===== src/rtl/mdp_pkg.sv =====
package mdp_pkg;
  localparam int REG_W    = 8;
  localparam int PG_W     = 8;
  localparam int ADDR_W   = 2 * PG_W;
  localparam int MODE_BIT = 7;
  localparam int LOCK_BIT = 6;

  // Only special(0) -> normal(1) or a same-value write is a legal request.
  function automatic logic mode_move_ok(input logic cur, input logic req);
    return (req == cur) || (!cur && req);
  endfunction

  function automatic logic [ADDR_W-1:0] dp_compose(input logic [PG_W-1:0] page,
                                                   input logic [PG_W-1:0] opnd);
    return {page, opnd};
  endfunction

  function automatic logic dp_in_page(input logic [PG_W-1:0] page,
                                      input logic [ADDR_W-1:0] a);
    return a[ADDR_W-1 -: PG_W] == page;
  endfunction
endpackage


===== src/rtl/mdp_mode_reg.sv =====
module mdp_mode_reg
  import mdp_pkg::*;
(
  input  logic clk,
  input  logic rst_n,
  input  logic mode_pin,
  input  logic secured,
  input  logic wr_sel,
  input  logic req_bit,
  output logic mode_q,
  output logic lock_q,
  output logic wr_ev,
  output logic illegal_ev
);
  // lock is bypassed while in special mode
  assign wr_ev      = wr_sel && !secured && (!lock_q || !mode_q);
  assign illegal_ev = wr_ev && !mode_move_ok(mode_q, req_bit);

  always_ff @(posedge clk) begin
    if (!rst_n) begin
      mode_q <= mode_pin;
      lock_q <= 1'b0;
    end else if (wr_ev) begin
      if (illegal_ev) lock_q <= 1'b1;
      else            mode_q <= req_bit;
    end
  end
endmodule


===== src/rtl/mdp_dpage_reg.sv =====
module mdp_dpage_reg
  import mdp_pkg::*;
(
  input  logic            clk,
  input  logic            rst_n,
  input  logic            wr_sel,
  input  logic            mode_normal,
  input  logic [PG_W-1:0] wdata,
  output logic [PG_W-1:0] page_q,
  output logic            once_q,
  output logic            acc_ev
);
  assign acc_ev = wr_sel && (!mode_normal || !once_q);

  always_ff @(posedge clk) begin
    if (!rst_n) begin
      page_q <= '0;
      once_q <= 1'b0;
    end else if (acc_ev) begin
      page_q <= wdata;
      if (mode_normal) once_q <= 1'b1;
    end
  end
endmodule


===== src/rtl/mdp_rd_mux.sv =====
module mdp_rd_mux
  import mdp_pkg::*;
#(
  parameter int OFS_W    = 8,
  parameter int MODE_OFS = 'h0B,
  parameter int DP_OFS   = 'h11
) (
  input  logic [OFS_W-1:0] addr,
  input  logic             re,
  input  logic             mode_q,
  input  logic             lock_q,
  input  logic [PG_W-1:0]  page_q,
  output logic [REG_W-1:0] rdata
);
  always_comb begin
    rdata = '0;
    if (re) begin
      if (addr == OFS_W'(MODE_OFS)) begin
        rdata[MODE_BIT] = mode_q;
        rdata[LOCK_BIT] = lock_q;
      end else if (addr == OFS_W'(DP_OFS)) begin
        rdata[PG_W-1:0] = page_q;
      end
    end
  end
endmodule


===== src/rtl/mdp_ctrl.sv =====
module mdp_ctrl
  import mdp_pkg::*;
#(
  parameter int OFS_W    = 8,
  parameter int MODE_OFS = 'h0B,
  parameter int DP_OFS   = 'h11
) (
  input  logic              clk,
  input  logic              rst_n,
  input  logic              mode_pin,
  input  logic              secured,
  input  logic [OFS_W-1:0]  reg_addr,
  input  logic [REG_W-1:0]  reg_wdata,
  input  logic              reg_we,
  input  logic              reg_re,
  output logic [REG_W-1:0]  reg_rdata,
  input  logic [PG_W-1:0]   dir_operand,
  output logic [ADDR_W-1:0] dir_addr,
  input  logic [ADDR_W-1:0] probe_addr,
  output logic              probe_hit,
  output logic              mode_normal
);
  logic            mode_sel, dp_sel;
  logic            mode_q, lock_q, mode_wr_ev, mode_illegal_ev;
  logic [PG_W-1:0] page_q;
  logic            dp_once, dp_acc_ev;

  assign mode_sel = reg_we && (reg_addr == OFS_W'(MODE_OFS));
  assign dp_sel   = reg_we && (reg_addr == OFS_W'(DP_OFS));

  mdp_mode_reg u_mode (
    .clk(clk), .rst_n(rst_n), .mode_pin(mode_pin), .secured(secured),
    .wr_sel(mode_sel), .req_bit(reg_wdata[MODE_BIT]),
    .mode_q(mode_q), .lock_q(lock_q), .wr_ev(mode_wr_ev), .illegal_ev(mode_illegal_ev)
  );

  mdp_dpage_reg u_page (
    .clk(clk), .rst_n(rst_n), .wr_sel(dp_sel), .mode_normal(mode_q),
    .wdata(reg_wdata[PG_W-1:0]), .page_q(page_q), .once_q(dp_once), .acc_ev(dp_acc_ev)
  );

  mdp_rd_mux #(.OFS_W(OFS_W), .MODE_OFS(MODE_OFS), .DP_OFS(DP_OFS)) u_rd (
    .addr(reg_addr), .re(reg_re), .mode_q(mode_q), .lock_q(lock_q),
    .page_q(page_q), .rdata(reg_rdata)
  );

  assign mode_normal = mode_q;
  assign dir_addr    = dp_compose(page_q, dir_operand);
  assign probe_hit   = dp_in_page(page_q, probe_addr);
endmodule


===== config.mk =====
export PLATFORM = sky130hd
export DESIGN_NAME = mdp_ctrl
export DESIGN_NICKNAME = d
export VERILOG_FILES = /design/src/rtl/mdp_pkg.sv /design/src/rtl/mdp_mode_reg.sv /design/src/rtl/mdp_dpage_reg.sv /design/src/rtl/mdp_rd_mux.sv /design/src/rtl/mdp_ctrl.sv
export SDC_FILE = /design/constraint.sdc
export NUM_CORES = 1
export LEC_CHECK = 0
export BUFFER_PORTS_ARGS = -buffer_cell sky130_fd_sc_hd__buf_4
export CAP_MARGIN = 10
export CELL_PAD_IN_SITES_DETAIL_PLACEMENT = 1
export CELL_PAD_IN_SITES_GLOBAL_PLACEMENT = 2
export CORE_ASPECT_RATIO = 0.75
export CORE_MARGIN = 8
export CORE_UTILIZATION = 19
export DETAILED_ROUTE_END_ITERATION = 10
export PLACE_DENSITY = 0.84
export SETUP_SLACK_MARGIN = 0.02
export SLEW_MARGIN = 40
export SYNTH_ARGS = -nofsm -noshare
export SYNTH_HDL_FRONTEND = slang
export SYNTH_SLANG_ARGS = --single-unit

===== constraint.sdc =====
create_clock -name clk -period 2.3 [get_ports clk]
set_input_delay 0.46 -clock clk [delete_from_list [all_inputs] [get_ports clk]]
set_output_delay 0.46 -clock clk [all_outputs]
set_load 0.005 [all_outputs]

==> results.md <==
- Num CTS Buffers: 3
- Layout cell share with drive strength beyond 1: between 40% and 50%
- Final ANT Viol Nets: 0
- DR pass1 iterations: 3
- Largest cells by area after synthesis: dfxtp_1, mux2i_1, nand2_1
- Antenna cells: 0
- Non-filler cells, final: 184
- Crit Path Class: primary input to output port
- # port buffers: 47
- Clk pwr share: 41.7%
- Share of flip-flops with an asynchronous set or reset: 0%
- Top cell type's share of synthesized area: between 20% and 30%
- Combinational cell fraction of total power: between 10% and 20%
- Worst slack, placed: between 0.4 and 0.5 ns
- Sw Share: 23.5%
- Reg power frac: roughly two fifths
- F_max: around 530 MHz
- Post-synth top cells: nand2_1, dfxtp_1, buf_4, mux2i_1, xnor2_1
- Period utilisation layout: about 81%
- Required @ worst endpoint: approximately 1.8 ns
- Die Y: 70.7 um
- Initial antenna violation count: 0
- Leak: about 0.55 nW
- FF-to-FF setup slack: 1.05 ns
- First-pass GRT wire length: a little over 4 mm
- Row count: 20
- Worst-Margin Slew: between 0.3 and 0.4 ns
- CTS clk-pin slew, worst paths: 0.05 ns
- Placed cells: 180
- Max-cap viol count: 0
- P_sw: about 110 uW
- Postcts setup bufs: 0
- FF+latch count, synth: 11
- RSZ-0062 raised after global routing: false
- Via density: ~4.0
- Status: finished clean
- Htree depth: 1
- Seq/Total Area, Yosys: a little under a third
- Mean post-synth cell area: ~8.8 um^2
- Initial drt markers: 21
- Final hold violation count: 0
- Hold-fix buffer count after cts: 0
- CTS Buffer Depth: 2
- CTS tree: done
- Met3 wire length: 237 um
- Post-synth EDFFs: 1
- Synth unique cells: 24
- Final setup viols: 0
- DR WL/cell: about 14 um
- CTS resizes: 0
- Post-route setup TNS: 0 ns
- Root buf cell: clkbuf_8
- Clk_skew: between 0.0006 and 0.0007 ns
- Total clock sinks: 11
- Worst setup slack after layout: between 0.4 and 0.5 ns
- Placer Congestion: 0.734
- Largest net degree at the start of global routing: 22
- Final WL: about 2.6 mm
- Setup crit end kind: output port
- Most frequent cell after synthesis: nand2_1
- GRT Total Usage: about 8.3%
- WL met2: approximately 1.3 mm
- Fin crit period: ~1.9 ns
- Core box area: 0.00393 mm^2
- Arrival @ worst endpoint: around 1.4 ns
- Initial Util: around 19%
- Die area: 0.00628 mm^2
- Relative slew slack: 79.3%
- Detailed-route via count: roughly 740
- HP Class: primary input to flop
- Syn Inst Count: 86
- Post-Syn Area: 757 um^2
- Clk_lat worst skew: 0.24 ns
- Pint: around 360 uW
- I/O pin total: slightly above 70
- Power density over cell area: 405 mW/mm^2
- Top layer used by detailed routing: met4
- WL met1: between 1 and 1.5 mm
- Worst vdd ir: approximately 0.15 mV
- Die Span X: 88.9 um
- Vias in the first global route: ~830
- DRC viols: 0
- Crit-path max FO: 6
- Ys flop type: dfxtp_1
- Synth area leader: dfxtp_1
- Synth warnings: 0
- Area growth from synthesis to layout: 54.9%
- Mapped Nets: about 130
- Post-DP HPWL: ~2.2 mm
- Worst setup SP type: primary input
- Total grt overflow: 0
- Nets: roughly 180
- Slew Limit Fails: 0
## layer usage
layer  global-route usage (%)  up-vias
li1                         -      373
met1                     8.52      343
met2                     14.4       24
met3                     3.59        2
met4                     3.36        0
met5                        0        -
## cell families (layout without fill, tap and decap cells)
family	Yosys count	count (layout)	share of synthesized area (%)
flops	11	11	30.4
compound gates	7	7	6.94
simple gates	40	40	32.9
mux	8	8	10.6
buf+inv	12	55	9.92
xor+xnor	8	8	9.26
## path summary, 6_finish.rpt
kind,cells after the start,from,to
hold / removal,2,secured,u_mode.lock_q
hold reg to reg,2,u_mode.lock_q,u_mode.lock_q
setup reg to reg,2,u_mode.mode_q,u_mode.mode_q
setup / recovery,5,reg_addr[5],reg_rdata[2]
## flip-flops by register name, summed over array words and instances, names as in the netlist
register and count:
u_mode.mode_q 1, u_page.once_q 1, u_mode.lock_q 1, u_page.page_q 8
## stage by stage
| step | power (mW) | utilization, % | area, um^2 | hold WS [ns] |
|---|---|---|---|---|
| 4_1_cts | 0.487 | 29.8 | 1170 | 0.414 |
| 3_5_place_dp | 0.282 | 28.7 | 1130 | 0.484 |
| 3_3_place_gp | 0.279 | 28.7 | 1130 | 0.464 |
| 6_report | 0.475 | 29.8 | 1170 | 0.420 |
| 5_1_grt | 0.503 | 29.8 | 1170 | 0.412 |
| 2_1_floorplan | 0.238 | - | 757 | 0.447 |
## power by group through the flow
stage	clock [mW]	combinational, mW	sequential (mW)
floorplan	0	0.0356	0.202
global placement	0	0.0764	0.203
detailed placement	0	0.0791	0.203
CTS	0.209	0.0793	0.199
global route	0.219	0.0850	0.199
finish	0.198	0.0778	0.199
## worst max-delay path: stages
cell	delay (ns)
buf_4	0.13
nor4b_4	0.28
and3_2	0.28
and2_1	0.14
buf_4	0.11
## cells in the final DEF, fill, tap and decap left out
master,count
clkbuf_8,3
o41ai_1,1
and3_2,1
nor2b_1,1
nand2_1,20
nand4b_1,1
and2_1,6
edfxtp_1,1
o31ai_1,1
clkinv_2,1
a22oi_1,2
nand3_1,1
and4bb_2,1
buf_4,49
o21ai_0,1
a41oi_1,1
mux2i_1,8
nor4b_4,2
inv_1,2
dfxtp_1,10
a21boi_0,1
nor2_1,4
nand4_4,1
xnor2_1,8
nand4_1,2
## area by class of cell
type	instances	area (um^2)
well taps	55	68.8
flip-flops and latches	11	230
fillers	490	2760
clock inverters	1	5.00
multi-input cells	63	452
inverters	2	7.51
clock buffers	3	41.3
repair buffers	49	368
Note: power is estimated with default switching activity, not from simulation.
